$ cat config.mk
export PLATFORM = sky130hd
export DESIGN_NAME = slow_irq_group_ctrl
export DESIGN_NICKNAME = d
export VERILOG_FILES = /design/src/rtl/sirq_pkg.sv /design/src/rtl/sirq_capture.sv /design/src/rtl/sirq_mask_reg.sv /design/src/rtl/sirq_group_or.sv /design/src/rtl/slow_irq_group_ctrl.sv
export SDC_FILE = /design/constraint.sdc
export NUM_CORES = 1
export LEC_CHECK = 0
export ABC_AREA = 1
export CORE_UTILIZATION = 38
export DETAILED_ROUTE_END_ITERATION = 10
export PLACE_DENSITY = 0.75
export REMOVE_ABC_BUFFERS = 1
export SLEW_MARGIN = 20
export SYNTH_ARGS = -nofsm -noshare
export SYNTH_HDL_FRONTEND = slang
export SYNTH_SLANG_ARGS = --single-unit
$ cat constraint.sdc
create_clock -name clk_i -period 1.4 [get_ports clk_i]
set_input_delay 0.42 -clock clk_i [delete_from_list [all_inputs] [get_ports clk_i]]
set_output_delay 0.42 -clock clk_i [all_outputs]
set_load 0.05 [all_outputs]
$ cat src/rtl/sirq_pkg.sv
package sirq_pkg;

    // Number of source bits handled by the controller.
    localparam int unsigned SRC_W = 32;

    // Number of group summary outputs.
    localparam int unsigned GRP_N = 3;

    // Default positions of edge-latched sources: bits 16, 22 and 28.
    localparam logic [SRC_W-1:0] EDGE_POS_DEF = 32'h1041_0000;

    // Register select for the software port.
    typedef enum logic {
        SEL_STATUS = 1'b0,
        SEL_MASK   = 1'b1
    } reg_sel_e;

    // Group index: 0 audio, 1 misc, 2 serial/parallel.
    function automatic int unsigned grp_lo(input int unsigned g);
        case (g)
            0:       return 0;
            1:       return 8;
            default: return 16;
        endcase
    endfunction

    function automatic int unsigned grp_hi(input int unsigned g);
        case (g)
            0:       return 7;
            1:       return 15;
            default: return 31;
        endcase
    endfunction

endpackage

$ cat src/rtl/sirq_capture.sv
module sirq_capture
    import sirq_pkg::*;
#(
    parameter int unsigned     W        = SRC_W,
    parameter logic [W-1:0]    EDGE_POS = EDGE_POS_DEF
) (
    input  logic         clk_i,
    input  logic         rst_ni,
    input  logic [W-1:0] src_i,
    input  logic         clr_we_i,
    input  logic [W-1:0] clr_data_i,
    output logic [W-1:0] status_o
);

    typedef struct packed {
        logic [W-1:0] status;
        logic [W-1:0] prev;
    } cap_state_t;

    cap_state_t d, q;

    logic [W-1:0] rise_w;
    logic [W-1:0] keep_w;

    always_comb begin
        d      = q;
        // Rising edge: 1 now, 0 at the previous edge.
        rise_w = src_i & ~q.prev;
        // A written 0 clears, a written 1 keeps.
        keep_w = clr_we_i ? clr_data_i : {W{1'b1}};
        d.prev = src_i;
        // Edge positions latch; a rise overrides a clear at the same edge.
        // Level positions follow the source and ignore writes.
        d.status = (EDGE_POS & ((q.status & keep_w) | rise_w))
                 | (~EDGE_POS & src_i);
    end

    always_ff @(posedge clk_i or negedge rst_ni) begin
        if (!rst_ni) begin
            q <= '0;
        end else begin
            q <= d;
        end
    end

    assign status_o = q.status;

endmodule

$ cat src/rtl/sirq_mask_reg.sv
module sirq_mask_reg
    import sirq_pkg::*;
#(
    parameter int unsigned W = SRC_W
) (
    input  logic         clk_i,
    input  logic         rst_ni,
    input  logic         we_i,
    input  logic [W-1:0] data_i,
    output logic [W-1:0] mask_o
);

    logic [W-1:0] mask_d, mask_q;

    always_comb begin
        mask_d = mask_q;
        if (we_i) begin
            mask_d = data_i;
        end
    end

    always_ff @(posedge clk_i or negedge rst_ni) begin
        if (!rst_ni) begin
            mask_q <= '0;
        end else begin
            mask_q <= mask_d;
        end
    end

    assign mask_o = mask_q;

endmodule

$ cat src/rtl/sirq_group_or.sv
module sirq_group_or
    import sirq_pkg::*;
#(
    parameter int unsigned W = SRC_W,
    parameter int unsigned N = GRP_N
) (
    input  logic [W-1:0] pend_i,
    output logic [N-1:0] grp_o
);

    for (genvar g = 0; g < N; g++) begin : g_grp
        localparam int unsigned LO = grp_lo(g);
        localparam int unsigned HI = grp_hi(g);
        assign grp_o[g] = |pend_i[HI:LO];
    end

endmodule

$ cat src/rtl/slow_irq_group_ctrl.sv
module slow_irq_group_ctrl
    import sirq_pkg::*;
#(
    parameter int unsigned  SRC_W_P  = SRC_W,
    parameter logic [SRC_W_P-1:0] EDGE_POS = EDGE_POS_DEF
) (
    input  logic               clk_i,
    input  logic               rst_ni,
    input  logic [SRC_W_P-1:0] src_i,
    input  logic               wr_en_i,
    input  logic               wr_sel_i,
    input  logic [SRC_W_P-1:0] wr_data_i,
    input  logic               rd_sel_i,
    output logic [SRC_W_P-1:0] rd_data_o,
    output logic [SRC_W_P-1:0] pend_o,
    output logic               irq_audio_o,
    output logic               irq_misc_o,
    output logic               irq_sio_o
);

    localparam int unsigned GRP_AUDIO = 0;
    localparam int unsigned GRP_MISC  = 1;
    localparam int unsigned GRP_SIO   = 2;

    logic [SRC_W_P-1:0] status_w;
    logic [SRC_W_P-1:0] mask_w;
    logic [GRP_N-1:0]   grp_w;
    logic               st_we_w;
    logic               mk_we_w;

    assign st_we_w = wr_en_i && (reg_sel_e'(wr_sel_i) == SEL_STATUS);
    assign mk_we_w = wr_en_i && (reg_sel_e'(wr_sel_i) == SEL_MASK);

    sirq_capture #(
        .W        (SRC_W_P),
        .EDGE_POS (EDGE_POS)
    ) u_cap (
        .clk_i      (clk_i),
        .rst_ni     (rst_ni),
        .src_i      (src_i),
        .clr_we_i   (st_we_w),
        .clr_data_i (wr_data_i),
        .status_o   (status_w)
    );

    sirq_mask_reg #(
        .W (SRC_W_P)
    ) u_mask (
        .clk_i  (clk_i),
        .rst_ni (rst_ni),
        .we_i   (mk_we_w),
        .data_i (wr_data_i),
        .mask_o (mask_w)
    );

    assign pend_o = status_w & mask_w;

    sirq_group_or #(
        .W (SRC_W_P),
        .N (GRP_N)
    ) u_grp (
        .pend_i (pend_o),
        .grp_o  (grp_w)
    );

    assign irq_audio_o = grp_w[GRP_AUDIO];
    assign irq_misc_o  = grp_w[GRP_MISC];
    assign irq_sio_o   = grp_w[GRP_SIO];

    always_comb begin
        if (reg_sel_e'(rd_sel_i) == SEL_MASK) begin
            rd_data_o = mask_w;
        end else begin
            rd_data_o = status_w;
        end
    end

endmodule

Yosys cells after proc, flatten, opt, wreduce, memory -nomap -nowiden

Cells that the tools add are included.

Logic and storage cells: 17
Bits in read-only memories: 0
Input bits: 69
Memory bits (writable): 0
Latch bits: 0
Register bits: 93
Memories kept: 0

Equality and inequality tests: 0
Divide/modulo/power cells: 0
Reduce and logical (&&, ||, !) cells: 5
$add $sub $neg: 0
Multiply operators: 0
Shifts and indexed selects: 0
Multiplexer cells: 2
Magnitude comparators: 0
Bitwise logic cells: 7

Operators with widths:

| kind                | number |
|---|---|
| $and A29 B29 Y29    | 2 |
| $and A32 B32 Y32    | 1 |
| $mux W32            | 1 |
| $or A29 B32 Y32     | 1 |
| $mux W29            | 1 |
| $not A29 Y29        | 1 |
| $or A29 B29 Y29     | 1 |
| $reduce_or A16 Y1   | 1 |
| $reduce_or A8 Y1    | 2 |
| $logic_and A1 B1 Y1 | 2 |
| $not A1 Y1          | 1 |

Depth between registers and ports, before layout

Gate-level depths: netlist of the first run.

Word-level depth: 6
Mapped depth: 6
Gate-level depth less buffers: 6

By module

Synthesis of the first run repeated with hierarchy kept, for this count alone.

Cell total of the unflattened synthesis: 418
Area, all modules: 3324.4 um2

Modules (own cells, without submodules):

| module              | cells an instance | area an instance (um2) | times used |
|---|---|---|---|
| sirq_mask_reg       | 136               | 1292.5                 | 1 |
| sirq_capture        | 85                | 1183.6                 | 1 |
| slow_irq_group_ctrl | 172               | 749.5                  | 1 |
| sirq_group_or       | 25                | 98.8                   | 1 |

Worst setup path after synthesis of the first run

OpenSTA, ideal clock, no wires.

Path kind: input -> output
Start: in rd_sel_i
End: out rd_data_o[13]
Slack: -0.700 ns
Data required time: 0.980 ns
Path buffers: 1
Cell stages on the path: 2
Data arrival time: 1.680 ns
Path through: buf_2 -> o21ai_0

Cells in the longest elaborated chain, start to end: 1

RTL lines:

| item        | line                      | RTL |
|---|---|---|
| from (decl) | slow_irq_group_ctrl.sv:13 | `input logic rd_sel_i,` |
| $mux W32    | slow_irq_group_ctrl.sv:71 | `if (reg_sel_e'(rd_sel_i) == SEL_MASK) begin` |
| to (decl)   | slow_irq_group_ctrl.sv:14 | `output logic [SRC_W_P-1:0] rd_data_o,` |

No other way between the ends.

Final worst setup path of the first run

Start: reg u_mask.mask_q[12] (netlist: u_mask.mask_o[12])
End: out irq_misc_o

Cells in the longest elaborated chain, start to end: 2

RTL lines:

| item                   | line                      | RTL |
|---|---|---|
| from (decl)            | sirq_mask_reg.sv:13       | `logic [W-1:0] mask_d, mask_q;` |
| from (signal assigned) | sirq_mask_reg.sv:26       | `mask_q <= mask_d;` |
| $and A32 B32 Y32       | slow_irq_group_ctrl.sv:56 | `assign pend_o = status_w & mask_w;` |
| $reduce_or A8 Y1       | sirq_group_or.sv:14       | `assign grp_o[g] = \|pend_i[HI:LO];` |
| to (decl)              | slow_irq_group_ctrl.sv:17 | `output logic irq_misc_o,` |

No other way between the ends.

==> out/results.ini, run 1 <==
[timing]
setup_ws_ps = -421
worst_pin_slew_ps = 263
setup_viol = 67
hold_viol = 0
fin_setup_tns_ps = -13580
min_period_ps = 1820
rsz0062_at_grt = yes
drv_slew = 0
fmax_ghz = 0.549
slew_headroom_pct = 82.4
final.period_utilization_pct = 130
clock_skew_ps = 3.46

[power]
sw_frac_of_total_pct = 35.8
powerDensity_nw_per_um2 = 1080
switching_power_w = 0.00246
clkPwrFrac_pct = 22.9
irDropWorstVdd_mv = 0.735
totalPowerFinal_w = 0.00688
seqPwrFrac_pct = 33.0
power.internal_w = 0.00442
p_leak_nw = 3.25
power_frac_comb_pct = 44.1

[setup_path]
path_max_fanout = 3
cpPeakStageDelay_ps = 430
crit_type = register to primary output
path_cells = nand2_2 > nand2_1 > nor3_2 > nand2_1 > buf_6
setup.worst_path.start_class = register
cp.arrival_ps = 1400
crit_top_cell = nand2_1
worstSetupEndpointType = primary output
crit_slowest_cell = dfrtp_1
crit_required_ps = 980

[global_route]
grtUsageTotal_pct = 27.6
antenna_found_initial = 0
grt_pass1_vias = 3370
grt_max_degree = 34
grt-ovfl-total = 0
grt_pass1_wl_um = 17200

[die]
start_util_pct = 40.0
top_level_ports = 136
die_w_um = 90.3
die_h_um = 90.3
fp.coreArea_sq_um = 7410
dieArea_sq_um = 8160
rows = 31

[logic_synthesis]
netlist_top_cells_area = dfrtp_1, nand2_1, mux2_2
yosysTopAreaCell = dfrtp_1
synthArstFlopShare_pct = 100
synth_seq_cells = 67
yosys_most_used_dff = dfrtp_1
synth_top_area_share_pct = 56.5
ys.warnings.count = 0
synth_edf_count = 0
netlist_area_sq_um = 2970
synth.cells.most_frequent = nand2_1, dfrtp_1, inv_1
yosysUniqueCellTypes = 13
syn_avg_cell_area_sq_um = 8.90
yosysSeqAreaShare_pct = 56.5
syn-instance-count = 333
yosysMostFrequentCell = nand2_1

[detailed_routing]
dr.pass1.iters = 4
post_drt_wl_per_cell_um = 19.8
routed_wl_um = 13000
ant_nets = 0
drcViolationCount = 0
detailedRoute.firstIterationViolations = 177
viasPerCell = 5.06
vias = 3317

[cts]
clock_sinks = 67
clk_root_buffer_cell = clkbuf_8
clk_pin_slew_worst_paths_ps = 70
cts_max_level = 3
clk-insertion-delay-late_ps = 340
numCtsBuffers = 9
clock_path_buffers = 2
cts_tree = yes

[place]
globalplace.congestion = 0.772
post-place-cells = 592
io_buffers = 135
preCtsSetupSlack_ps = -315
dpl.hpwl_um = 6570

[worst_hold_path]
hold_path_class = register to register

[cells_and_area]
final_util_pct = 85.9
diodes = 0
final_cells = 655
drive_above_1_share_pct = 50.5
nNetsFinal = 621
area_delta_synth_final_pct = 115

[status]
outcome = finished with violations
violations = setup timing

[run]
max-cap-violations = 0

-- cell families after synthesis --
family                 count (synthesis)  synth area share [%]
AND/OR/NAND/NOR                      163                  22.2
multiplexers                          24                  9.11
buffers and inverters                 65                  9.75
flip-flops                            67                  56.5
AO/OA/AOI/OAI                         14                  2.36
-- worst paths after layout --
| kind | from | to | slack [ps] | cells after the start |
|---|---|---|---|---|
| min reg2reg | u_cap.q[16] | u_cap.status_o[16] | 440 | 1 |
| max | u_mask.mask_o[12] | irq_misc_o | -420 | 5 |
| max reg2reg | u_mask.mask_o[1] | u_mask.mask_o[1] | 340 | 5 |
| min in group asynchronous | rst_ni | u_cap.q[0] | 470 | 2 |
| min | u_cap.q[16] | u_cap.status_o[16] | 440 | 1 |
| max in group asynchronous | rst_ni | u_cap.status_o[29] | 460 | 3 |
-- power by group through the flow --
stage | sequential, W | combinational [W] | clock, W
2_1_floorplan | 0.00223 | 0.00108 | 0
3_3_place_gp | 0.00225 | 0.00220 | 0
3_5_place_dp | 0.00226 | 0.00224 | 0
6_report | 0.00227 | 0.00303 | 0.00157
5_1_grt | 0.00229 | 0.00315 | 0.00168
4_1_cts | 0.00224 | 0.00270 | 0.00154
-- layer usage --
layer	up-vias	track usage, %	share of wire (%)
met2	173	51.5	53
met4	0	10.9	3.8
met1	1646	30.7	37
met5	-	0	0
met3	38	5.47	6.1
li1	1460	-	-
-- area by class of cell --
| class | count | area, sq um |
|---|---|---|
| clock buffers | 10 | 128 |
| clock inverters | 5 | 55.1 |
| fillers | 367 | 1050 |
| inverters | 50 | 215 |
| multi-input cells | 201 | 1320 |
| flip-flops and latches | 67 | 1680 |
| well taps | 99 | 124 |
| repair buffers | 223 | 2850 |
-- worst max-delay path: cells and delay by family, from the launching register on --
kind	cells	cell delay, ps
flops	1	430
buf+inv	1	160
simple gates	4	470
-- registers in the layout, indices dropped and copies added (netlist names) --
| signal | count |
|---|---|
| u_mask.mask_o | 32 |
| u_cap.q | 29 |
| u_cap.status_o | 6 |
-- cell usage in the layout (no fill, tap or decap), types with 15 or more instances in the layout --
| cell | n |
|---|---|
| buf_12 | 46 |
| buf_4 | 39 |
| buf_6 | 41 |
| buf_8 | 24 |
| clkdlybuf4s50_1 | 66 |
| dfrtp_1 | 67 |
| inv_1 | 15 |
| inv_2 | 24 |
| mux2_4 | 24 |
| nand2_1 | 85 |
| nand2_2 | 33 |
| nand3_1 | 32 |
-- metrics by stage --
stage                     instance area (sq um)  hold slack [ps]
final                                      6360              441
after global routing                       6360              450
after CTS                                  5930              432
after detailed placement                   5040              305
after global placement                     5040              301
after floorplan                            2860              124
-- what timing repair did --
| action | in CTS | in global routing |
|---|---|---|
| buffers inserted | 23 | 34 |
| gates resized for setup | 177 | 67 |
| pin swaps | 27 | 26 |
| hold buffers | 1 | 0 |
| gates cloned | 4 | 0 |
| hold endpoints to repair | 7 | 0 |
| endpoints found under the setup margin | 67 | 67 |
Power figures use the tool's default switching activity.
==> inputs of run 2 (changes only) <==
--- a/config.mk
+++ b/config.mk
@@ -7,6 +7,7 @@
 export LEC_CHECK = 0
 export ABC_AREA = 1
 export CORE_UTILIZATION = 38
+export CTS_CLUSTER_DIAMETER = 40
 export DETAILED_ROUTE_END_ITERATION = 10
 export PLACE_DENSITY = 0.75
 export REMOVE_ABC_BUFFERS = 1
==> results of run 2 <==
Final layout, timing and power as in run 1 (identical DEF).
==> inputs of run 3 (changes only) <==
--- a/config.mk
+++ b/config.mk
@@ -6,10 +6,12 @@
 export NUM_CORES = 1
 export LEC_CHECK = 0
 export ABC_AREA = 1
-export CORE_UTILIZATION = 38
+export CELL_PAD_IN_SITES_DETAIL_PLACEMENT = 1
+export CELL_PAD_IN_SITES_GLOBAL_PLACEMENT = 1
+export CORE_UTILIZATION = 30
 export CTS_CLUSTER_DIAMETER = 40
 export DETAILED_ROUTE_END_ITERATION = 10
-export PLACE_DENSITY = 0.75
+export PLACE_DENSITY_LB_ADDON = 0.1
 export REMOVE_ABC_BUFFERS = 1
 export SLEW_MARGIN = 20
 export SYNTH_ARGS = -nofsm -noshare
==> run 3 against run 2 <==
Against the previous run:
- the run still ends with setup timing left
- setup slack improved by 18 ps
- cell count rose by 4.0%
- first-iteration DRC count fell by 27%
- critical endpoint unchanged
==> out/results.ini, run 3 (synthesis results as in run 1) <==
[status]
outcome = finished with violations
violations = setup timing

[power]
irDropWorstVdd_mv = 0.580
totalPowerFinal_w = 0.00699
p_leak_nw = 3.22
powerDensity_nw_per_um2 = 1100

[setup_path]
r2r-start = u_mask.mask_o[8]
path_max_fanout = 2
reg2reg_to = u_mask.mask_o[8]
rrSetupSlack_ps = 410
worstSetupEndpointType = primary output
crit_type = register to primary output
cp.arrival_ps = 1380
setup.worst_path.start_class = register
crit_required_ps = 980
worst-r2r-cell-count = 5

[place]
post-place-cells = 619
io_buffers = 135
globalplace.congestion = 0.790
dpl.hpwl_um = 7320

[die]
rows = 35
dieArea_sq_um = 10300
fp.coreArea_sq_um = 9420
start_util_pct = 31.5
die_h_um = 101
die_w_um = 101
top_level_ports = 136

[worst_hold_path]
hold_path_class = primary input to asynchronous set/reset pin

[cells_and_area]
largest_register_ffs = 32
diodes = 0
final_common_cell = nand2_1
nNetsFinal = 616
final_cell_mix = nand2_1, dfrtp_1, clkdlybuf4s50_1
final_cells = 681
drive_above_1_share_pct = 51.3
area_delta_synth_final_pct = 114

[detailed_routing]
post_drt_wl_per_cell_um = 19.8
drcViolationCount = 0
ant_nets = 0
dr.pass1.iters = 4
vias = 3213
routed_wl_um = 13500
detailedRoute.firstIterationViolations = 129
viasPerCell = 4.72

[timing]
setup_ws_ps = -403
fin_setup_tns_ps = -14180
slew_headroom_pct = 75.0
fmax_ghz = 0.555
worst_pin_slew_ps = 374
min_period_ps = 1800
hold_viol = 0
rsz0062_at_grt = yes
final.period_utilization_pct = 129
drv_slew = 0
setup_viol = 67
clock_skew_ps = 0.552

[cts]
clock_sinks = 67
cts_tree = yes
clk_pin_slew_worst_paths_ps = 80
clk-insertion-delay-late_ps = 340
clock_path_buffers = 2
cts_max_level = 3
clk_root_buffer_cell = clkbuf_8
numCtsBuffers = 9

[global_route]
grt_pass1_wl_um = 18600
grt_pass1_vias = 3469
antenna_found_initial = 0
grtUsageTotal_pct = 25.0
grt_max_degree = 68
grt-ovfl-total = 0

[run]
max-cap-violations = 0

==> run 3: worst max-delay path, stage by stage, from the launching register on <==
cell	delay (ps)
dfrtp_1	420
nand2_1	90
inv_2	70
nor3_4	190
nand2_1	100
buf_6	160
==> run 3: timing repair <==
| action | 4_1_cts | 5_1_grt |
|---|---|---|
| hold buffers | 0 | 0 |
| cloned | 5 | 0 |
| pin swaps | 26 | 25 |
| setup buffers | 34 | 29 |
| endpoints found under the setup margin | 67 | 67 |
| resized for setup | 174 | 64 |
==> run 3: cell type report <==
class                           count  area (sq um)
Clock buffer                       11           151
Tap cell                          129           161
Timing Repair Buffer              218          2760
Fill cell                         947          3060
Multi-Input combinational cell    201          1330
Sequential cell                    67          1680
Clock inverter                      5          61.3
Inverter                           50           210
==> run 3: power breakdown <==
| group | leakage, nW | switching (W) | internal, W |
|---|---|---|---|
| Sequential | 0.800 | 0.000161 | 0.00211 |
| Clock | 0.0978 | 0.000810 | 0.000923 |
| Combinational | 2.32 | 0.00152 | 0.00147 |
==> run 3: metrics by stage <==
stage | area [sq um] | hold WS [ps] | worst slack, ps | utilization [%]
finish | 6360 | 75.2 | -403 | 67.5
floorplan | 2860 | 124 | -536 | -
detailed placement | 5020 | 429 | -312 | 53.3
global route | 6360 | 85.0 | -494 | 67.5
CTS | 6040 | 69.2 | -414 | 64.2
global placement | 5020 | 406 | -290 | 53.3
==> run 3: routing by layer <==
metal	vias to the layer above	share of wire, %	GRT usage (%)
li1	1451	-	-
met1	1595	38	28.7
met2	140	54	45.9
met3	27	6.2	6.07
met4	0	2.3	7.80
met5	-	0	0
==> run 3: how the worst max path moves through the flow <==
stage                            startpoint       endpoint  slack, ps  cells after the start
after detailed placement           rd_sel_i  rd_data_o[19]       -310                      4
after global routing      u_mask.mask_o[19]      irq_sio_o       -490                      7
after global placement             rd_sel_i  rd_data_o[21]       -290                      4
after floorplan                    rd_sel_i  rd_data_o[11]       -540                      1
after CTS                 u_mask.mask_o[20]      irq_sio_o       -410                      7
final                           u_cap.q[14]     irq_misc_o       -400                      5
